--- config.mk ---
export PLATFORM = sky130hd
export DESIGN_NAME = scan_port_router
export DESIGN_NICKNAME = d
export VERILOG_FILES = /design/src/rtl/scan_pkg.sv /design/src/rtl/scan_clkgen.sv /design/src/rtl/scan_shifter.sv /design/src/rtl/scan_portmux.sv /design/src/rtl/scan_port_router.sv
export SDC_FILE = /design/constraint.sdc
export NUM_CORES = 1
export LEC_CHECK = 0
export BUFFER_PORTS_ARGS = -buffer_cell sky130_fd_sc_hd__buf_2
export CORE_MARGIN = 10
export CORE_UTILIZATION = 35
export CTS_CLUSTER_DIAMETER = 100
export CTS_CLUSTER_SIZE = 40
export DETAILED_ROUTE_END_ITERATION = 7
export PLACE_DENSITY = 0.55
export SYNTH_ARGS = -nofsm -noshare
export SYNTH_HDL_FRONTEND = slang
export SYNTH_SLANG_ARGS = --single-unit
export TNS_END_PERCENT = 1
--- constraint.sdc ---
create_clock -name clk -period 5.2 [get_ports clk]
set_input_delay 1.04 -clock clk [delete_from_list [all_inputs] [get_ports clk]]
set_output_delay 1.04 -clock clk [all_outputs]
set_load 0.05 [all_outputs]
--- src/rtl/scan_pkg.sv ---
package scan_pkg;
  typedef enum logic [2:0] {
    REG_DATA = 3'd0,
    REG_SEL  = 3'd1,
    REG_LEN  = 3'd2,
    REG_DIV  = 3'd3,
    REG_TMS  = 3'd4,
    REG_CTRL = 3'd5
  } scan_reg_e;
endpackage

--- src/rtl/scan_clkgen.sv ---
module scan_clkgen #(
  parameter int DIVW = 8
) (
  input  logic            clk,
  input  logic            rst_n,
  input  logic            start,
  input  logic            run,
  input  logic [DIVW-1:0] div,
  output logic            sck,
  output logic            rise,
  output logic            fall
);
  logic [DIVW-1:0] cnt_q, cnt_d, div_q, div_d;
  logic            sck_q, sck_d;
  logic            wrap;

  assign wrap = run && (cnt_q == div_q - DIVW'(1));
  assign rise = wrap && !sck_q;
  assign fall = wrap && sck_q;
  assign sck  = sck_q;

  always_comb begin
    cnt_d = cnt_q;
    sck_d = sck_q;
    div_d = div_q;
    if (start) begin
      cnt_d = '0;
      sck_d = 1'b0;
      div_d = div;
    end else if (run) begin
      if (wrap) begin
        cnt_d = '0;
        sck_d = !sck_q;
      end else begin
        cnt_d = cnt_q + DIVW'(1);
      end
    end else begin
      cnt_d = '0;
      sck_d = 1'b0;
    end
  end

  always_ff @(posedge clk or negedge rst_n) begin
    if (!rst_n) begin
      cnt_q <= '0;
      sck_q <= 1'b0;
      div_q <= DIVW'(1);
    end else begin
      cnt_q <= cnt_d;
      sck_q <= sck_d;
      div_q <= div_d;
    end
  end

  // the shift clock rests low whenever no shift runs
  a_r4_idle_low: assert property (@(posedge clk) disable iff (!rst_n)
    !run |-> !sck_q);
endmodule

--- src/rtl/scan_shifter.sv ---
module scan_shifter #(
  parameter int W    = 32,
  parameter int LENW = 6,
  parameter int DIVW = 8
) (
  input  logic            clk,
  input  logic            rst_n,
  input  logic            start,
  input  logic [W-1:0]    data_in,
  input  logic [W-1:0]    tms_in,
  input  logic [LENW-1:0] len_in,
  input  logic [DIVW-1:0] div_in,
  input  logic            tdo,
  output logic            busy,
  output logic            sck,
  output logic            sd,
  output logic            sms,
  output logic [W-1:0]    rdback
);
  localparam int IDXW = $clog2(W);

  logic [W-1:0]    sh_q, sh_d, tm_q, tm_d, rd_q, rd_d;
  logic [LENW-1:0] left_q, left_d;
  logic [IDXW-1:0] idx_q, idx_d;
  logic            busy_q, busy_d;
  logic            rise, fall;

  scan_clkgen #(.DIVW(DIVW)) u_clkgen (
    .clk   (clk),
    .rst_n (rst_n),
    .start (start),
    .run   (busy_q),
    .div   (div_in),
    .sck   (sck),
    .rise  (rise),
    .fall  (fall)
  );

  always_comb begin
    sh_d   = sh_q;
    tm_d   = tm_q;
    rd_d   = rd_q;
    left_d = left_q;
    idx_d  = idx_q;
    busy_d = busy_q;
    if (start) begin
      sh_d   = data_in;
      tm_d   = tms_in;
      rd_d   = '0;
      left_d = len_in;
      idx_d  = '0;
      busy_d = 1'b1;
    end else if (busy_q) begin
      if (rise) rd_d[idx_q] = tdo;
      if (fall) begin
        if (left_q == LENW'(1)) begin
          busy_d = 1'b0;
        end else begin
          sh_d   = sh_q >> 1;
          tm_d   = tm_q >> 1;
          left_d = left_q - LENW'(1);
          idx_d  = idx_q + IDXW'(1);
        end
      end
    end
  end

  always_ff @(posedge clk or negedge rst_n) begin
    if (!rst_n) begin
      sh_q   <= '0;
      tm_q   <= '0;
      rd_q   <= '0;
      left_q <= '0;
      idx_q  <= '0;
      busy_q <= 1'b0;
    end else begin
      sh_q   <= sh_d;
      tm_q   <= tm_d;
      rd_q   <= rd_d;
      left_q <= left_d;
      idx_q  <= idx_d;
      busy_q <= busy_d;
    end
  end

  assign busy   = busy_q;
  assign sd     = sh_q[0];
  assign sms    = tm_q[0];
  assign rdback = rd_q;

  // serial data holds while the shift clock is high
  a_r4_data_holds_high: assert property (@(posedge clk) disable iff (!rst_n)
    (busy_q && sck && $past(sck)) |-> $stable(sh_q[0]));
  // a running shift always has bits left to send
  a_r3_bits_left: assert property (@(posedge clk) disable iff (!rst_n)
    busy_q |-> (left_q != '0));
endmodule

--- src/rtl/scan_portmux.sv ---
module scan_portmux #(
  parameter int NIO      = 4,
  parameter int SELW     = 3,
  parameter int TAP_PORT = 7
) (
  input  logic            clk,
  input  logic            rst_n,
  input  logic            busy,
  input  logic [SELW-1:0] sel,
  input  logic            sck,
  input  logic            sd,
  input  logic            sms,
  input  logic            tap_en,
  input  logic            ovr,
  input  logic            ovr_tck,
  input  logic [NIO-1:0]  ovr_tdi,
  input  logic            ext_tck,
  input  logic            ext_tms,
  input  logic            ext_tdi,
  input  logic            tap_tdo,
  output logic [NIO-1:0]  io_tck,
  output logic [NIO-1:0]  io_tdi,
  output logic            tap_tck,
  output logic            tap_tms,
  output logic            tap_tdi,
  output logic            ext_tdo
);
  logic tap_act;

  for (genvar g = 0; g < NIO; g++) begin : g_io
    logic act;
    assign act       = busy && (sel == SELW'(g));
    assign io_tck[g] = ovr ? ovr_tck    : (act && sck);
    assign io_tdi[g] = ovr ? ovr_tdi[g] : (act && sd);
  end

  assign tap_act = busy && (sel == SELW'(TAP_PORT));

  always_comb begin
    if (tap_en) begin
      tap_tck = tap_act && sck;
      tap_tms = tap_act && sms;
      tap_tdi = tap_act && sd;
      ext_tdo = 1'b0;
    end else begin
      tap_tck = ext_tck;
      tap_tms = ext_tms;
      tap_tdi = ext_tdi;
      ext_tdo = tap_tdo;
    end
  end

  // without the override, at most one chain port carries a clock
  a_r2_one_chain_clock: assert property (@(posedge clk) disable iff (!rst_n)
    !ovr |-> $onehot0(io_tck));
  // an enabled TAP port stays quiet between shifts
  a_r5_tap_quiet_idle: assert property (@(posedge clk) disable iff (!rst_n)
    (tap_en && !busy) |-> !tap_tck);
endmodule

--- src/rtl/scan_port_router.sv ---
module scan_port_router #(
  parameter int              W        = 32,
  parameter int              NPORT    = 8,
  parameter int              NIO      = 4,
  parameter int              TAP_PORT = 7,
  parameter int              DIVW     = 8,
  parameter logic [NIO-1:0]  HBANK    = 4'b1000
) (
  input  logic            clk,
  input  logic            rst_n,
  input  logic            wr_en,
  input  logic [2:0]      wr_addr,
  input  logic [W-1:0]    wr_data,
  output logic            busy,
  output logic            err,
  output logic [W-1:0]    rdback,
  output logic [NIO-1:0]  io_tck,
  output logic [NIO-1:0]  io_tdi,
  output logic [NIO-1:0]  io_hbank,
  input  logic            cfg_ovr,
  input  logic            ovr_tck,
  input  logic [NIO-1:0]  ovr_tdi,
  output logic            tap_tck,
  output logic            tap_tms,
  output logic            tap_tdi,
  input  logic            tap_tdo,
  input  logic            ext_tck,
  input  logic            ext_tms,
  input  logic            ext_tdi,
  output logic            ext_tdo
);
  import scan_pkg::*;

  localparam int SELW = $clog2(NPORT);
  localparam int LENW = $clog2(W) + 1;

  logic            rs_q1, rs_q2, rst_ni;
  logic [SELW-1:0] sel_q, sel_d;
  logic [LENW-1:0] len_q, len_d, len_eff;
  logic [DIVW-1:0] div_q, div_d, div_eff;
  logic [W-1:0]    tms_q, tms_d;
  logic            en_q, en_d, err_q, err_d;
  logic            port_ok, start, locked_wr;
  logic            sck, sd, sms;

  always_ff @(posedge clk or negedge rst_n) begin
    if (!rst_n) begin
      rs_q1 <= 1'b0;
      rs_q2 <= 1'b0;
    end else begin
      rs_q1 <= 1'b1;
      rs_q2 <= rs_q1;
    end
  end
  assign rst_ni = rs_q2;

  assign len_eff = ((len_q == '0) || (len_q > LENW'(W))) ? LENW'(W) : len_q;
  assign div_eff = (div_q == '0) ? DIVW'(1) : div_q;

  assign port_ok = ((sel_q < SELW'(NIO)) && !cfg_ovr) ||
                   ((sel_q == SELW'(TAP_PORT)) && en_q);
  assign locked_wr = (wr_addr == REG_DATA) || (wr_addr == REG_SEL) ||
                     (wr_addr == REG_TMS)  || (wr_addr == REG_CTRL);
  assign start = wr_en && !busy && (wr_addr == REG_DATA) && port_ok;

  always_comb begin
    sel_d = sel_q;
    len_d = len_q;
    div_d = div_q;
    tms_d = tms_q;
    en_d  = en_q;
    err_d = err_q;
    if (wr_en) begin
      if (busy) begin
        if (locked_wr) err_d = 1'b1;
      end else begin
        case (wr_addr)
          REG_SEL:  sel_d = wr_data[SELW-1:0];
          REG_TMS:  tms_d = wr_data;
          REG_CTRL: en_d  = wr_data[0];
          default: ;
        endcase
      end
      if (wr_addr == REG_LEN) len_d = wr_data[LENW-1:0];
      if (wr_addr == REG_DIV) div_d = wr_data[DIVW-1:0];
    end
  end

  always_ff @(posedge clk or negedge rst_ni) begin
    if (!rst_ni) begin
      sel_q <= '0;
      len_q <= '0;
      div_q <= DIVW'(1);
      tms_q <= '0;
      en_q  <= 1'b0;
      err_q <= 1'b0;
    end else begin
      sel_q <= sel_d;
      len_q <= len_d;
      div_q <= div_d;
      tms_q <= tms_d;
      en_q  <= en_d;
      err_q <= err_d;
    end
  end

  scan_shifter #(.W(W), .LENW(LENW), .DIVW(DIVW)) u_shifter (
    .clk     (clk),
    .rst_n   (rst_ni),
    .start   (start),
    .data_in (wr_data),
    .tms_in  (tms_q),
    .len_in  (len_eff),
    .div_in  (div_eff),
    .tdo     (tap_tdo),
    .busy    (busy),
    .sck     (sck),
    .sd      (sd),
    .sms     (sms),
    .rdback  (rdback)
  );

  scan_portmux #(.NIO(NIO), .SELW(SELW), .TAP_PORT(TAP_PORT)) u_portmux (
    .clk     (clk),
    .rst_n   (rst_ni),
    .busy    (busy),
    .sel     (sel_q),
    .sck     (sck),
    .sd      (sd),
    .sms     (sms),
    .tap_en  (en_q),
    .ovr     (cfg_ovr),
    .ovr_tck (ovr_tck),
    .ovr_tdi (ovr_tdi),
    .ext_tck (ext_tck),
    .ext_tms (ext_tms),
    .ext_tdi (ext_tdi),
    .tap_tdo (tap_tdo),
    .io_tck  (io_tck),
    .io_tdi  (io_tdi),
    .tap_tck (tap_tck),
    .tap_tms (tap_tms),
    .tap_tdi (tap_tdi),
    .ext_tdo (ext_tdo)
  );

  assign err      = err_q;
  assign io_hbank = HBANK;

  // a data write toward an unwired port never starts a shift
  a_r1_unwired_no_start: assert property (@(posedge clk) disable iff (!rst_ni)
    (wr_en && !busy && (wr_addr == REG_DATA) && (sel_q > SELW'(NIO-1)) &&
     (sel_q != SELW'(TAP_PORT))) |=> !busy);
  // the error flag is sticky
  a_r10_err_sticky: assert property (@(posedge clk) disable iff (!rst_ni)
    $past(err_q) |-> err_q);
  // the port select cannot move during a shift
  a_r10_sel_hold: assert property (@(posedge clk) disable iff (!rst_ni)
    $past(busy) |-> $stable(sel_q));
endmodule

==> results.md, run 1 <==
* Post-CTS sizing at 0
* DR DRC count at 0
* Fin. Hold Viols at 0
* RD Place Congestion at 0.7237
* DR WL/cell at 15.59 µm
* Site Rows at 56
* Peak supply drop at 0.0001895 V
* Critical path data arrival time at 3.48 ns
* Total CTS buffers at 17
* Compound-cell area share of the yosys netlist at 7.057%
* Initial antenna violation count at 0
* Via count at 5676
* Total GRT Usage at 12.60%
* Share of cells above drive strength 1 at 22.63%
* Sequential Area at 0.004461 mm²
* HPWL after detailed placement at 12460 µm
* Total grt overflow at 0
* Die area at 0.03038 mm²
* Worst clock skew at 0.01532 ns
* Max Root-Sink Buffers at 2
* Leak at 4.752 nW
* Largest fanout on the critical path at 43
* CP startpoint kind: flop
* GRT met2 Usage at 19.29%
* # diodes at 0
* HP Class: flop to async pin
* Nets at 909
* Worst setup startpoint: u_shifter.u_clkgen.div_q[2]$_DFFE_PN0P_
* H-tree depth at 4
* Final wirelength at 18470 µm
* Max Cap Viol at 0
* Number of fill cells at 2358
* Tmin final at 3.179 ns
* Met1 Resource Use GR at 17.31%
* Yosys warns at 0
* Area delta synth->final at 15.84%
* Largest family of logic cells by synthesized area: multiplexers
* Syn Inst Count at 785
* Largest net degree at the start of global routing at 94
* Tcrit/Tclk final at 61.14%
* Clk sinks at 178
* Die width at 174.3 µm
* Syn Area/Cell at 10.62 µm²
* Met3 Track Usage GR at 3.055%
* Worst-Skew Late Latency at 0.44 ns
* Status: completed
* Setup Buffers After CTS at 0
* Worst endpoint required time at 5.50 ns
* Io pins at 98
* RR Startpoint: u_shifter.u_clkgen.div_q[2]$_DFFE_PN0P_
* Clk slew on worst S/H paths at 0.08 ns
* FF-to-FF setup slack at 2.02 ns
* Fraction of registers with async set/reset at 100.0%
* Critical path class: flop to flop
* Setup tns final at 0 ns
* CTS tree: yes
* First-pass GRT wire length at 31690 µm
* Initial Util at 35.50%
* EDFF count, synth at 0
* Hold-fix buffers at CTS at 0
* # setup viols final at 0
* Pwr Density at 502.5 mW/mm²
* Netlist Area Pre-Place at 0.008333 mm²
* XOR/XNOR Fraction of Synth Area at 2.192%
* Initial DRT Pass Iterations at 4
* CTS root buf: clkbuf_16
* Sequential share of the synthesized area at 53.48%
* Max Slew Vio Count at 0
* Vias per cell at 4.790
* GRT busiest layer: met2
* Post-DRT Antenna Nets at 0
* Worst slew margin at 32.05%
* Final core occ at 41.12%
* Number of global-route vias before repair at 5948
* Mux contribution to synthesized area at 18.17%
* Multi-input logic area at 0.003597 mm²
* Synth cell types at 45
* Port Buffers at 93
* Post-synthesis simple-gate area fraction at 14.01%
* Core area at 0.02347 mm²
* Crit. End Element: flop
* Fmax at 0.3145 GHz
* Top FF cell, synth: dfrtp_1
* Unrepaired setup endpoints after global routing: no
* Die height at 174.3 µm
* Adder-cell area share of the yosys netlist at 1.201%
* Least-Margin Pin Slew at 1.017 ns
* #FFs+latches synth at 178
* Drt initial violations at 303
==> path summary, 6_finish.rpt <==
check / endpoint / cells past startpoint
worst max-delay path: u_shifter.tm_q[15]$_DFFE_PN0P_ / 8
worst min-delay path: tms_q[11]$_DFFE_PN0P_ / 0
min in group clk: rs_q2$_DFF_PN0_ / 0
worst max register to register: u_shifter.tm_q[15]$_DFFE_PN0P_ / 8
worst min register to register: tms_q[11]$_DFFE_PN0P_ / 0
max in group asynchronous: u_shifter.rdback[27]$_DFFE_PN0P_ / 1
==> layer usage <==
layer  up-vias  share of wire [%]
li1       2832                  -
met1      2726                 49
met2        99                 45
met3        19                4.0
met4         0                1.2
met5         -                  0
==> cell usage in the layout, fill, tap and decap left out, drive strengths merged, types with 4 or more instances in the layout <==
| cell | n |
|---|---|
| dfrtp | 176 |
| nand2 | 136 |
| buf | 100 |
| mux2i | 95 |
| o21ai | 85 |
| mux2 | 50 |
| nand3 | 49 |
| inv | 27 |
| nor2 | 21 |
| clkbuf | 17 |
| xnor2 | 14 |
| a21oi | 9 |
| ha | 8 |
| and3 | 7 |
| xor2 | 6 |
| and3b | 5 |
| or3 | 5 |
| nand3b | 5 |
| nor3b | 5 |
| conb | 5 |
| nor2b | 4 |
| a31oi | 4 |
==> flip-flops by register name, summed over array words and instances, names as in the netlist, 5 cells and up <==
signal                    flops
u_shifter.left_q              6
u_shifter.idx_q               5
tms_q                        32
u_shifter.u_clkgen.div_q      8
div_q                         8
u_shifter.tm_q               32
u_shifter.sh_q               32
u_shifter.rdback             32
len_q                         6
u_shifter.u_clkgen.cnt_q      8
==> Yosys cell counts (2+ instances only) <==
cell type | number | area share, %
dfrtp_1 | 176 | 53
nand2_1 | 136 | 6.1
mux2i_1 | 95 | 11
o21ai_0 | 84 | 5.0
mux2_2 | 50 | 6.8
nand3_1 | 49 | 2.9
clkbuf_1 | 39 | 1.8
nor2_1 | 21 | 0.95
inv_1 | 17 | 0.77
xnor2_1 | 13 | 1.4
a21oi_1 | 8 | 0.48
buf_4 | 8 | 0.72
ha_1 | 8 | 1.2
and3_1 | 7 | 0.53
xor2_1 | 6 | 0.63
and3b_1 | 5 | 0.53
nand3b_1 | 5 | 0.45
nor3b_1 | 5 | 0.45
or3_1 | 5 | 0.38
a31oi_1 | 4 | 0.30
buf_2 | 4 | 0.24
nor2b_1 | 4 | 0.30
a21o_1 | 3 | 0.27
nor3_1 | 3 | 0.18
or4_1 | 3 | 0.27
buf_6 | 2 | 0.27
conb_1 | 2 | 0.090
dfstp_2 | 2 | 0.63
nand2b_1 | 2 | 0.15
nand4_1 | 2 | 0.15
o311ai_0 | 2 | 0.21
or3b_2 | 2 | 0.21
==> through the flow <==
step	hold slack, ns	std cells	cell area (µm²)	setup slack (ns)	power [mW]
5_1_grt	0.2475	1185	9653	1.783	5.210
6_report	0.2198	1185	9653	2.021	4.851
2_1_floorplan	0.3311	788	8346	1.404	3.235
4_1_cts	0.2337	1185	9653	1.999	4.924
3_3_place_gp	0.2248	1153	9051	1.846	3.564
3_5_place_dp	0.2275	1153	9051	1.813	3.604
==> final cells by class <==
class | count | share of cell area, %
Inverter | 17 | 0.6610
Clock inverter | 15 | 1.828
Multi-Input combinational cell | 539 | 37.27
Timing Repair Buffer | 100 | 5.496
Tap cell | 319 | 4.135
Clock buffer | 17 | 4.407
Sequential cell | 178 | 46.21
==> cell families (layout without fill, tap and decap cells) <==
group / after synthesis / count (layout)
xor gates and xnor gates: 20 / 20
and+or+nand+nor: 253 / 253
DFF: 178 / 178
other: 2 / 5
AOI/OAI and AO/OA: 108 / 108
muxes: 145 / 145
adders and majority gates: 8 / 8
buffers and inverters: 71 / 149
==> critical path: stages, from the launching register on <==
cell,delay (ns)
dfrtp_1,0.45
nor4_2,0.43
o21ai_0,0.15
a32oi_1,0.23
a21o_1,0.22
a211o_4,0.57
buf_4,0.60
mux2i_1,0.26
o21ai_0,0.09
==> power breakdown <==
group / total (mW) / switching, mW / internal (mW) / leakage [nW]
sequential: 2.24 / 0.354 / 1.89 / 2.13
clock: 1.30 / 0.641 / 0.657 / 0.289
combinational: 1.31 / 0.799 / 0.511 / 2.33
Note: power is estimated with default switching activity, not from simulation.
==> run 2: changes to the inputs <==
Settings changed: ABC_AREA from default to 1, PLACE_DENSITY 0.55 to 0.53.
Clock period 5.2 ns to 3.3 ns, I/O delays scaled along.
==> run 2 against run 1 <==
Against the previous run:
- hold slack improved by 0.071 ns
- global-route usage increased by 0.90 points
- fmax increased by 18%
- combinational power decreased by 80%
- critical endpoint is now u_shifter.tm_q[18]$_DFFE_PN0P_
- sequential share of layout area decreased by 3.2 points
- wire length increased by 18%
- clock-buffer cell count increased by 4
- synthesized area increased by 7.9%
- critical path depth increased by 6
- cell area increased by 7.4%
- highest routed layer unchanged
- final cell count increased by 37%
- via count increased by 33%
==> results.md, run 2 <==
* Syn Inst Count at 1215
* DR DRC count at 0
* Final core occ at 41.06%
* Reg2reg end: u_shifter.tm_q[18]$_DFFE_PN0P_
* Post-CTS sizing at 0
* Crit. End Element: flop
* DR WL/cell at 13.41 µm
* Slowest CP cell: buf_4
* Fin. Hold Viols at 0
* EDFF count, synth at 0
* Status: completed
* Most frequent cells in the layout: nand2_1, dfrtp_1, nand3_1
* Max Root-Sink Buffers at 2
* H-tree depth at 4
* Leak at 5.479 nW
* Drt initial violations at 517
* Clk sinks at 178
* Final setup margin at 0.6165 ns
* Vias per cell at 4.658
* Setup WS pre-CTS at 0.6148 ns
* Yosys warns at 0
* Initial antenna violation count at 0
* Max Slew Vio Count at 0
* Worst clock skew at 0.01325 ns
* First-pass GRT wire length at 37320 µm
* Fraction of registers with async set/reset at 100.0%
* Top Layer Used: met4
* Io pins at 98
* Post-DRT Antenna Nets at 0
* Sequential share of the synthesized area at 49.55%
* Nets at 1339
* Number of global-route vias before repair at 7437
* Unrepaired setup endpoints after global routing: no
* Share of cells above drive strength 1 at 11.81%
* Post-route insts no fill at 1626
* Met2 Wirelength at 9986 µm
* Fmax at 0.3726 GHz
* Initial Util at 35.61%
* FF-to-FF setup slack at 0.62 ns
* Synth cell types at 34
* Core area at 0.02525 mm²
* Most common cell after layout, fill and taps aside: nand2_1
* Hold_ws at 0.2904 ns
* Tcrit/Tclk final at 81.32%
* Netlist Area Pre-Place at 0.008994 mm²
* CP startpoint kind: flop
* Met1 WL at 10790 µm
* HP Class: flop to async pin
* Inst Count DP at 1593
* Worst slew margin at 31.35%
* Worst path cell trace: inv_1 > ha_1 > nand2_1 > clkinv_1 > o21ai_1 > nand2_1 > nand2_1 > nor2_4 > nand2_2 > nor2_4 > nand2_4 > buf_4 > nand3_1 > nand2_1
* Tmin final at 2.684 ns
* Worst endpoint required time at 3.66 ns
* Post-synth top cells: nand2_1, dfrtp_1, nand3_1, o21ai_0, inv_1
* RD Place Congestion at 0.8152
* Crit-path max cell delay at 0.67 ns
* Initial DRT Pass Iterations at 5
* CTS tree: yes
* Die width at 180.3 µm
* Final wirelength at 21800 µm
* # setup viols final at 0
* Setup tns final at 0 ns
* HPWL after detailed placement at 14340 µm
* WL met3 at 726 µm
* Top FF cell, synth: dfrtp_1
* Total CTS buffers at 17
* Die height at 180.3 µm
* Setup Buffers After CTS at 0
* Critical path data arrival time at 3.04 ns
* #FFs+latches synth at 178
* Largest fanout on the critical path at 75
* # diodes at 0
* Port Buffers at 93
* Area leader, netlist: dfrtp_1
* Peak supply drop at 0.0003198 V
* Total GRT Usage at 13.50%
* Hold-fix buffers at CTS at 1
* Synth top area cells: dfrtp_1, nand2_1, nand3_1
* Pwr Density at 448.1 mW/mm²
* Worst-Skew Late Latency at 0.43 ns
* Worst reg-to-reg path cell count at 14
* Site Rows at 58
* RR Startpoint: u_shifter.u_clkgen.div_q[0]$_DFFE_PN1P_
* Most common cell in the netlist: nand2_1
* Via count at 7574
* Max Cap Viol at 0
* CP most frequent cell: nand2_1
* Largest net degree at the start of global routing at 191
* Total grt overflow at 0
* Least-Margin Pin Slew at 1.026 ns
* Clk slew on worst S/H paths at 0.07 ns
* Syn Area/Cell at 7.402 µm²
* Top-area cell type share of the netlist area at 48.97%
* Area delta synth->final at 15.29%
* CTS root buf: clkbuf_16
* Die area at 0.03251 mm²
* Critical path class: flop to flop
## run 2: changes by cell type after synthesis, sizes merged, moves of 6 or more
cell	delta
and3	-6
buf	+17
clkbuf	-8
inv	+70
mux2	-49
mux2i	-95
nand2	+379
nand3	+84
nand4	+6
nor2	+31
nor3	+26
o21ai	+28
xnor2	-9
## run 2: cell families (layout without fill, tap and decap cells)
logic type	count (synthesis)	after routing	synth area share (%)
simple gates	741	741	34.11
flops	178	178	49.55
buf+inv	152	230	7.040
compound gates	121	121	6.803
xor+xnor	12	12	1.169
fa+ha+maj	8	8	1.113
other cells	2	5	0.08350
mux	1	1	0.1252
## run 2: final cells by class
class	count	area, µm²
repair buffers	109	625.6
clock inverters	11	151.4
clock buffers	21	450.4
fillers	2675	14890
multi-input cells	888	3934
inverters	89	334.1
well taps	330	412.9
flip-flops and latches	178	4461
## run 2: stage by stage
stage | area [µm²] | total power [mW]
final | 10370 | 4.646
after global routing | 10370 | 4.838
after CTS | 10370 | 4.703
after detailed placement | 9757 | 2.590
after global placement | 9757 | 2.590
after floorplan | 9006 | 2.484
## run 2: worst max path at each step
stage                                             from                              end  slack (ns)  cells after the start
2_1_floorplan                 u_shifter.busy$_DFF_PN0_                        io_tck[0]        0.34                      4
3_3_place_gp                                wr_addr[2]  u_shifter.left_q[3]$_DFFE_PN0P_        0.63                     10
3_5_place_dp                                wr_addr[2]  u_shifter.left_q[3]$_DFFE_PN0P_        0.61                     10
4_1_cts        u_shifter.u_clkgen.div_q[0]$_DFFE_PN1P_  u_shifter.left_q[0]$_DFFE_PN0P_        0.60                     14
5_1_grt        u_shifter.u_clkgen.div_q[0]$_DFFE_PN1P_  u_shifter.left_q[0]$_DFFE_PN0P_        0.35                     14
6_report       u_shifter.u_clkgen.div_q[0]$_DFFE_PN1P_   u_shifter.tm_q[18]$_DFFE_PN0P_        0.62                     14
## run 2: layer usage
layer  track usage [%]  up-vias
li1                  -     3981
met1             17.89     3469
met2             21.91      103
met3             2.631       21
met4             3.806        0
met5                 0        -
## run 2: power by group
group | leakage (nW) | total, mW | internal [mW] | switching, mW
Clock | 0.293 | 2.10 | 1.22 | 0.882
Sequential | 2.35 | 2.28 | 2.23 | 0.0435
Combinational | 2.84 | 0.264 | 0.0695 | 0.195
## run 2: worst max-delay path, delay by kind of cell, from the launching register on
kind            cells  cell delay [ns]
compound gates      1             0.07
fa+ha+maj           1             0.27
buf+inv             3             0.83
flops               1             0.56
simple gates        9             0.84
